## config.mk

```make
export PLATFORM = sky130hd
export DESIGN_NAME = core_irq_router
export DESIGN_NICKNAME = d
export VERILOG_FILES = /design/src/rtl/core_irq_pkg.sv /design/src/rtl/cir_route_bank.sv /design/src/rtl/cir_enable_reg.sv /design/src/rtl/cir_fanout.sv /design/src/rtl/core_irq_router.sv
export SDC_FILE = /design/constraint.sdc
export NUM_CORES = 1
export LEC_CHECK = 0
export BUFFER_PORTS_ARGS = -buffer_cell sky130_fd_sc_hd__buf_2
export CAP_MARGIN = 20
export CORE_MARGIN = 2
export CORE_UTILIZATION = 36
export DETAILED_ROUTE_END_ITERATION = 8
export PLACE_DENSITY_LB_ADDON = 0.3
export SYNTH_ARGS = -nofsm -noshare
export SYNTH_HDL_FRONTEND = slang
export SYNTH_SLANG_ARGS = --single-unit
```

## constraint.sdc

```tcl
create_clock -name clk -period 3.07 [get_ports clk]
set_input_delay 0.307 -clock clk [delete_from_list [all_inputs] [get_ports clk]]
set_output_delay 0.307 -clock clk [all_outputs]
set_load 0.05 [all_outputs]
```

## src/rtl/core_irq_pkg.sv

```systemverilog
package core_irq_pkg;
  localparam int ADDR_W  = 7;
  localparam int ROUTE_W = 8;

  localparam logic [ADDR_W-1:0] OFS_STATUS = 7'h20;
  localparam logic [ADDR_W-1:0] OFS_EN     = 7'h24;
  localparam logic [ADDR_W-1:0] OFS_SET    = 7'h28;
  localparam logic [ADDR_W-1:0] OFS_CLR    = 7'h2C;
  localparam logic [ADDR_W-1:0] OFS_CORE0  = 7'h40;
  localparam logic [ADDR_W-1:0] WIN_END    = 7'h64;
endpackage

```

## src/rtl/cir_route_bank.sv

```systemverilog
module cir_route_bank #(
  parameter int N_SRC = 32,
  parameter int RW    = 8,
  parameter int IW    = 5
) (
  input  logic              clk,
  input  logic              rst,
  input  logic              we,
  input  logic [IW-1:0]     idx,
  input  logic [RW-1:0]     wdata,
  output logic [N_SRC*RW-1:0] route_q,
  output logic [N_SRC*RW-1:0] route_d
);
  for (genvar i = 0; i < N_SRC; i++) begin : g_byte
    logic [RW-1:0] cur_q;
    logic [RW-1:0] nxt;
    assign nxt = (we && idx == IW'(i)) ? wdata : cur_q;
    always_ff @(posedge clk) begin
      if (rst) cur_q <= '0;
      else     cur_q <= nxt;
    end
    assign route_q[i*RW +: RW] = cur_q;
    assign route_d[i*RW +: RW] = nxt;
  end
endmodule

```

## src/rtl/cir_enable_reg.sv

```systemverilog
module cir_enable_reg #(
  parameter int N_SRC = 32
) (
  input  logic             clk,
  input  logic             rst,
  input  logic             set_we,
  input  logic             clr_we,
  input  logic [N_SRC-1:0] wdata,
  output logic [N_SRC-1:0] en_q,
  output logic [N_SRC-1:0] en_d
);
  logic [N_SRC-1:0] set_bits;
  logic [N_SRC-1:0] clr_bits;

  assign set_bits = set_we ? wdata : '0;
  assign clr_bits = clr_we ? wdata : '0;
  assign en_d     = (en_q | set_bits) & ~clr_bits;

  always_ff @(posedge clk) begin
    if (rst) en_q <= '0;
    else     en_q <= en_d;
  end
endmodule

```

## src/rtl/cir_fanout.sv

```systemverilog
module cir_fanout #(
  parameter int N_SRC  = 32,
  parameter int N_CORE = 4,
  parameter int N_LINE = 4,
  parameter int RW     = 8
) (
  input  logic [N_SRC-1:0]        src_lvl,
  input  logic [N_SRC-1:0]        en,
  input  logic [N_SRC*RW-1:0]     route,
  output logic [N_SRC-1:0]        status,
  output logic [N_CORE*N_SRC-1:0] core_stat,
  output logic [N_CORE*N_LINE-1:0] irq
);
  logic [N_CORE-1:0][N_SRC-1:0] core_sel;
  logic [N_LINE-1:0][N_SRC-1:0] line_sel;
  logic [N_CORE-1:0]            core_hit;
  logic [N_LINE-1:0]            line_hit;

  assign status = src_lvl & en;

  for (genvar i = 0; i < N_SRC; i++) begin : g_src
    for (genvar c = 0; c < N_CORE; c++) begin : g_c
      assign core_sel[c][i] = route[i*RW + c];
    end
    for (genvar l = 0; l < N_LINE; l++) begin : g_l
      assign line_sel[l][i] = route[i*RW + N_CORE + l];
    end
  end

  for (genvar c = 0; c < N_CORE; c++) begin : g_core
    assign core_stat[c*N_SRC +: N_SRC] = status & core_sel[c];
    assign core_hit[c] = |(status & core_sel[c]);
  end

  for (genvar l = 0; l < N_LINE; l++) begin : g_line
    assign line_hit[l] = |(status & line_sel[l]);
  end

  for (genvar c = 0; c < N_CORE; c++) begin : g_row
    for (genvar l = 0; l < N_LINE; l++) begin : g_col
      assign irq[c*N_LINE + l] = core_hit[c] & line_hit[l];
    end
  end
endmodule

```

## src/rtl/core_irq_router.sv

```systemverilog
module core_irq_router
  import core_irq_pkg::*;
#(
  parameter int N_SRC  = 32,
  parameter int N_CORE = 4,
  parameter int N_LINE = 4,
  parameter int DW     = 32
) (
  input  logic                     clk,
  input  logic                     rst,
  input  logic [N_SRC-1:0]         src_lvl,
  input  logic                     bus_vld,
  input  logic                     bus_wr,
  input  logic [ADDR_W-1:0]        bus_addr,
  input  logic                     bus_byte,
  input  logic [DW-1:0]            bus_wdata,
  output logic [DW-1:0]            bus_rdata,
  output logic [N_CORE*N_LINE-1:0] irq_out
);
  localparam int IW  = $clog2(N_SRC);
  localparam int CIW = (N_CORE > 1) ? $clog2(N_CORE) : 1;
  localparam logic [ADDR_W-1:0] ROUTE_END = ADDR_W'(N_SRC);
  localparam logic [ADDR_W-1:0] CORE_END  = OFS_CORE0 + ADDR_W'(4 * N_CORE);

  // address decode
  logic byte_hit, word_ok, core_hit;
  logic [ADDR_W-1:0] core_off;
  logic [CIW-1:0]    core_idx;
  logic [IW-1:0]     route_idx;

  assign byte_hit  = bus_vld && bus_byte && (bus_addr < ROUTE_END);
  assign word_ok   = bus_vld && !bus_byte && (bus_addr[1:0] == 2'b00) && (bus_addr < WIN_END);
  assign core_hit  = word_ok && (bus_addr >= OFS_CORE0) && (bus_addr < CORE_END);
  assign core_off  = bus_addr - OFS_CORE0;
  assign core_idx  = core_off[2 +: CIW];
  assign route_idx = bus_addr[IW-1:0];

  // state
  logic [N_SRC*ROUTE_W-1:0] route_q, route_d;
  logic [N_SRC-1:0]         en_q, en_d;

  cir_route_bank #(.N_SRC(N_SRC), .RW(ROUTE_W), .IW(IW)) u_route (
    .clk     (clk),
    .rst     (rst),
    .we      (byte_hit && bus_wr),
    .idx     (route_idx),
    .wdata   (bus_wdata[ROUTE_W-1:0]),
    .route_q (route_q),
    .route_d (route_d)
  );

  cir_enable_reg #(.N_SRC(N_SRC)) u_en (
    .clk    (clk),
    .rst    (rst),
    .set_we (word_ok && bus_wr && bus_addr == OFS_SET),
    .clr_we (word_ok && bus_wr && bus_addr == OFS_CLR),
    .wdata  (bus_wdata[N_SRC-1:0]),
    .en_q   (en_q),
    .en_d   (en_d)
  );

  // routing evaluated on next-state values; equals current state when no write
  logic [N_SRC-1:0]          status;
  logic [N_CORE*N_SRC-1:0]   core_stat;
  logic [N_CORE*N_LINE-1:0]  irq_d;

  cir_fanout #(.N_SRC(N_SRC), .N_CORE(N_CORE), .N_LINE(N_LINE), .RW(ROUTE_W)) u_fan (
    .src_lvl   (src_lvl),
    .en        (en_d),
    .route     (route_d),
    .status    (status),
    .core_stat (core_stat),
    .irq       (irq_d)
  );

  always_ff @(posedge clk) begin
    if (rst) irq_out <= '0;
    else     irq_out <= irq_d;
  end

  // read mux (single cycle)
  always_comb begin
    bus_rdata = '0;
    if (!bus_wr) begin
      if (byte_hit) begin
        bus_rdata = DW'(route_q[route_idx*ROUTE_W +: ROUTE_W]);
      end else if (core_hit) begin
        bus_rdata = DW'(core_stat[core_idx*N_SRC +: N_SRC]);
      end else if (word_ok && bus_addr == OFS_STATUS) begin
        bus_rdata = DW'(status);
      end else if (word_ok && bus_addr == OFS_EN) begin
        bus_rdata = DW'(en_q);
      end
    end
  end
endmodule

```

==> impl_metrics.tcl, run 1 <==
set metrics [dict create \
    crit_buf_inv 4 \
    holdPathStages 2 \
    use_met1 0.549 \
    reg2regPathDepth 11 \
    p_leak_nw 11.2 \
    dr.pass1.iters 9 \
    cp.required_ps 2760 \
    synth_area_sq_um 19200 \
    startpoint "bus_addr[6]" \
    end_kind "output port" \
    cts_tree "done" \
    tightestPinTransition_ps 1100 \
    fin_worst_skew_ps 22.5 \
    die_y_um 235 \
    max_stage_delay_ps 580 \
    relSlewSlack 0.265 \
    start_util 0.365 \
    period_share 1.04 \
    nets 2718 \
    wl_mm 120 \
    synthTopCellsByArea "dfxtp_1, mux4_2, a211oi_1" \
    async_reset_ff_frac 0 \
    grtUsageMet3 0.105 \
    grt_max_degree 152 \
    antenna_found_initial 3 \
    setup_slack_ps -123 \
    dieArea_sq_um 55100 \
    clk_pin_slew_ps 60 \
    rsz0062_at_grt "true" \
    detail-route-antenna-nets 0 \
    start_kind "input port" \
    min_path_type "in -> reg" \
    drt-initial-drc-count 3334 \
    synth_edf_count 0 \
    io_buffers 123 \
    drt-vias-per-instance 6.68 \
    drc 0 \
    synthesis.instances 1966 \
    crit_top_cell "buf_6" \
    ys.flop_type "dfxtp_1" \
    critPathSlowestCell "mux4_2" \
    ir_drop_uv 355 \
    internal-power_mw 7.52 \
    synth.avg_cell_area_sq_um 9.75 \
    powerDensity_nw_per_um2 363 \
    max-clock-path-buffers 3 \
    clk_latency_ps 600 \
    core-area_sq_um 52600 \
    area_growth_pct 50.1 \
    path_class "in -> out" \
    crit_chain "buf_8 -> buf_6 -> and4b_2 -> nand4_1 -> buf_6 -> mux2_4 -> mux4_2 -> a21o_1 -> a221oi_2 -> a211oi_2 -> buf_6" \
    regToRegEndpoint "irq_out[14]" \
    gp_congestion 1.05 \
    boundaryPins 124 \
    grt_util_all_layers 0.417 \
    syn_nets 2042 \
    tns_ps -296 \
    rrSetupSlack_ps 340 \
    ys_warn_count 0 \
    h-tree-depth 2 \
    fillCellCount 4697 \
    period_needed_ps 3190 \
    drv_slew 0 \
    cts_buffers 41 \
    hpwl_mm 91.6 \
    grt_pass1_vias 21255 \
    min-delay-start "bus_wdata[4]" \
    routedWlPerCell_um 35.6 \
    dr_total_vias 22428 \
    layout_commonest_cell "buf_4" \
    clock.fmax_mhz 313 \
    final_hold_viol_count 0 \
    yosys.area.top_type "dfxtp_1" \
    status "complete, but fails checks" \
    yosysSeqAreaShare 0.318 \
    power_frac_comb 0.127 \
    swShare 0.280 \
    setup_viol 7 \
    p_seq_frac 0.378 \
    p_clk_frac 0.495 \
    drv_cap 0 \
    synth_cell_types 78 \
    violations "setup timing" \
    gr-total-overflow 0 \
    grt_pass1_wl_mm 164 \
    rows 84 \
    drive_above_1_share 0.494 \
    cts.sinks 304 \
    clockRootBuffer "clkbuf_16" \
    top_usage_layer "met2" \
    fin_util 0.547 \
    layout_common_cells "buf_4, dfxtp_1, a21oi_1" \
    crit_fanout 5 \
    synth_top_cell_area_share 0.318 \
    power.switching_mw 2.93 \
    grtUsageMet2 0.612 \
    crit_family "multiplexers" \
    ys_ff_latch 304 \
    worstPathArrival_ps 2890 \
    hold_end "u_en.en_q[4]" \
    r2r-start "u_en.en_q[20]" \
    die_w_um 235 \
]
worst max-delay path by stage:
stage | endpoint | slack [ps] | depth (start not counted)
5_1_grt | bus_rdata[5] | -140 | 11
3_5_place_dp | irq_out[4] | -740 | 12
2_1_floorplan | bus_rdata[7] | -140 | 9
6_report | bus_rdata[5] | -120 | 11
3_3_place_gp | irq_out[1] | -900 | 12
4_1_cts | bus_rdata[5] | -60 | 11
cell type report:
class | count | area, sq um | share of cell area
tap | 688 | 861 | 0.0299
antenna | 1 | 2.50 | 0.0000870
clock inverter | 16 | 208 | 0.00722
multi-input combinational | 1392 | 12800 | 0.447
sequential | 304 | 6090 | 0.212
clock buffer | 55 | 1200 | 0.0418
timing repair buffer | 866 | 7420 | 0.258
inverter | 37 | 139 | 0.00483
sequential cells by signal, summed over array words and instances (netlist names):
signal                cells
u_en.en_q                32
irq_out                  16
u_route.g_byte.cur_q    256
through the flow:
stage	cell area (sq um)	instances	hold WS [ps]	total power, mW	worst slack, ps
6_report	28800	3359	14.1	10.5	-123
5_1_grt	28800	3358	21.5	10.6	-139
4_1_cts	27900	3310	3.30	10.4	-61.7
3_5_place_dp	25300	3187	493	5.17	-742
3_3_place_gp	25300	3187	483	5.17	-899
2_1_floorplan	19300	1966	407	4.55	-140
synthesized netlist by cell type (all sizes together) (28+ instances only):
cell     count
dfxtp      304
a21oi      168
a211oi     148
clkbuf     147
nand4      138
o31ai      128
nor2       105
mux4       103
and2        97
mux2        97
buf         86
mux2i       46
nand2       44
a2111oi     40
inv         37
nand3       34
a41oi       28
power by group through the flow:
stage | logic [mW] | registers [mW] | clock network (mW)
2_1_floorplan | 0.518 | 4.04 | 0
3_3_place_gp | 1.13 | 4.04 | 0
3_5_place_dp | 1.13 | 4.04 | 0
4_1_cts | 1.22 | 3.95 | 5.19
5_1_grt | 1.34 | 3.95 | 5.31
6_report | 1.33 | 3.95 | 5.17
kinds of logic (layout without fill, tap and decap cells):
logic type,after synthesis,after routing,share of synthesized area
other,0,1,0
DFF,304,304,0.318
buffers and inverters,270,974,0.0639
muxes,246,246,0.202
and+or+nand+nor,495,495,0.153
AOI/OAI and AO/OA,651,651,0.264
per-layer routing:
| layer | vias up | wire, um |
|---|---|---|
| met4 | 2 | 9480 |
| met3 | 378 | 14100 |
| li1 | 9259 | - |
| met1 | 11072 | 46400 |
| met2 | 1717 | 49600 |
| met5 | - | 11 |
what timing repair did:
item / 4_1_cts / 5_1_grt
gates resized for setup: 172 / 110
endpoints found under the setup margin: 43 / 48
setup buffers: 34 / 48
pin swaps: 34 / 55
hold buffers: 19 / 0
gates cloned: 1 / 3
hold endpoints to repair: 19 / 0
Power figures use the tool's default switching activity.
==> run 2, diff against run 1 <==
Settings changed: ABC_AREA set to 1, CORE_ASPECT_RATIO set to 1.2.
==> impl_metrics.tcl, run 2 <==
set metrics [dict create \
    holdPathStages 3 \
    cts_buffers 37 \
    yosys-top-cells-count "nor2_1, nand2_1, dfxtp_1, o21ai_0, o22ai_1" \
    synth_area_sq_um 17700 \
    drv_cap 0 \
    layout_commonest_cell "nor2_1" \
    die_w_um 206 \
    dr.pass1.iters 6 \
    power_frac_comb 0.101 \
    reg2regPathDepth 11 \
    layout_common_cells "nor2_1, nand2_1, dfxtp_1" \
    area_growth_pct 24.7 \
    ys.flop_type "dfxtp_1" \
    drv_slew 0 \
    grt_util_all_layers 0.322 \
    fillCellCount 5104 \
    tns_ps 0 \
    grt_pass1_wl_mm 123 \
    worstPathArrival_ps 2720 \
    synth_cell_types 33 \
    rows 89 \
    regToRegEndpoint "irq_out[3]" \
    rsz0062_at_grt "true" \
    dp.cells 3642 \
    dr_total_vias 21707 \
    period_needed_ps 3030 \
    die_y_um 247 \
    ir_drop_uv 409 \
    async_reset_ff_frac 0 \
    power.switching_mw 2.51 \
    tightestPinTransition_ps 849 \
    nets 3122 \
    end_kind "output port" \
    wl_mm 83.5 \
    p_seq_frac 0.419 \
    preCtsSetupSlack_ps -245 \
    syn_nets 2892 \
    regMostFlops "u_route.g_byte.cur_q" \
    clockRootBuffer "clkbuf_16" \
    setup_slack_ps 39.4 \
    crit_chain "buf_2 -> buf_12 -> inv_2 -> nand2_2 -> buf_12 -> o22ai_1 -> o21ai_0 -> buf_4 -> nand4_1 -> buf_4 -> o221ai_1 -> nand2_1 -> nor2_1 -> clkbuf_4" \
    holdBufCountCts 0 \
    crit_fanout 31 \
    min_path_type "in -> reg" \
    grt_pass1_vias 21033 \
    ys_warn_count 0 \
    status "finished clean" \
    powerDensity_nw_per_um2 427 \
    cts_tree "done" \
    synth.avg_cell_area_sq_um 6.28 \
    antenna_found_initial 1 \
    max_stage_delay_ps 270 \
    routedWlPerCell_um 22.5 \
    setup_viol 0 \
    relSlewSlack 0.434 \
    synth_top_cell_area_share 0.344 \
    fin_worst_skew_ps 19.6 \
    critPathSlowestCell "buf_12" \
    hold_end "u_route.g_byte[3].cur_q[6]" \
    yosysMostFrequentCell "nor2_1" \
    grt_max_degree 102 \
    clk_latency_ps 570 \
    min-delay-start "bus_wdata[6]" \
    drive_above_1_share 0.184 \
    drt-vias-per-instance 5.85 \
    cts.sinks 304 \
    r2r-start "u_en.en_q[15]" \
    clock.fmax_mhz 330 \
    gp_congestion 0.993 \
    drc 0 \
    p_total_mw 9.43 \
    start_util 0.362 \
    final_hold_viol_count 0 \
    path_class "in -> out" \
    boundaryPins 124 \
    detail-route-antenna-nets 0 \
    yosysSeqAreaShare 0.344 \
    fin_cells 3710 \
    largest_reg_flops 256 \
    final_area_sq_um 22100 \
    ys_ff_latch 304 \
    rrSetupSlack_ps 960 \
    synth_edf_count 0 \
    cp.required_ps 2760 \
    drt-initial-drc-count 2598 \
    period_share 0.987 \
    clk_pin_slew_ps 60 \
    place_area_sq_um 20500 \
    p_leak_nw 9.09 \
    internal-power_mw 6.91 \
    yosys.area.top_type "dfxtp_1" \
    fin_util 0.451 \
    h-tree-depth 2 \
    p_clk_frac 0.480 \
    holdWs_ps 129 \
    hpwl_mm 61.9 \
    swShare 0.267 \
    synthTopCellsByArea "dfxtp_1, nor2_1, nand2_1" \
    core-area_sq_um 48900 \
    synthesis.instances 2816 \
    max-clock-path-buffers 3 \
    start_kind "input port" \
    dieArea_sq_um 51000 \
    gr-total-overflow 0 \
    io_buffers 123 \
    top_regs "u_route.g_byte.cur_q: 256 flops, u_en.en_q: 32 flops, irq_out: 16 flops" \
]
-- run 2: cell types whose count changed in the layout (fill, tap and decap cells not counted), sizes merged, moves of 102 or more --
cell	before	now
nor2	105	723
nand2	44	614
buf	839	339
o21ai	1	180
o22ai	7	169
a211oi	148	0
o31ai	128	0
inv	40	163
mux4	103	0
nand3	34	136
-- run 2: critical path: cells and delay by family --
kind / cells / cell delay, ps
AND/OR/NAND/NOR: 4 / 670
AO/OA/AOI/OAI: 3 / 540
buffers and inverters: 7 / 1180
-- run 2: final cells by class --
type	instances	area [sq um]	share of cell area
Tap cell	637	797	0.0361
Clock inverter	8	93.8	0.00425
Inverter	163	614	0.0278
Antenna cell	1	2.50	0.000113
Multi-Input combinational cell	2189	10500	0.476
Timing Repair Buffer	351	2840	0.129
Clock buffer	57	1120	0.0509
Sequential cell	304	6090	0.276
-- run 2: power by group through the flow --
stage          registers [mW]  logic (mW)  clock network (mW)
2_1_floorplan            4.04       0.426                   0
3_3_place_gp             4.04       0.902                   0
3_5_place_dp             4.04       0.904                   0
4_1_cts                  3.95       0.908                4.55
5_1_grt                  3.95       0.985                4.71
6_report                 3.95       0.956                4.52
-- run 2: worst max path at each step --
stage / from / slack [ps] / endpoint
6_report: bus_addr[1] / 40 / bus_rdata[6]
5_1_grt: bus_addr[0] / -40 / bus_rdata[2]
3_3_place_gp: bus_addr[0] / -240 / irq_out[14]
2_1_floorplan: bus_addr[4] / 310 / bus_rdata[5]
4_1_cts: bus_addr[0] / 40 / bus_rdata[19]
3_5_place_dp: bus_addr[0] / -250 / irq_out[6]
-- run 2: cell families after synthesis --
family / after synthesis / synth area share
and+or+nand+nor: 1633 / 0.403
AOI/OAI and AO/OA: 556 / 0.178
buffers and inverters: 323 / 0.0757
DFF: 304 / 0.344
-- run 2: routing by layer --
metal  track usage  vias to the layer above  share of wire
met4         0.225                        0          0.078
met1         0.376                    10056           0.37
met5             0                        -              0
li1              -                     9949              -
met2         0.531                     1333           0.46
met3        0.0585                      369          0.092
-- run 2: what timing repair did --
action | in CTS | in global routing
pin swaps | 0 | 3
buffers inserted | 0 | 1
gates cloned | 0 | 1
setup endpoints to repair | 1 | 33
gates resized for setup | 3 | 98
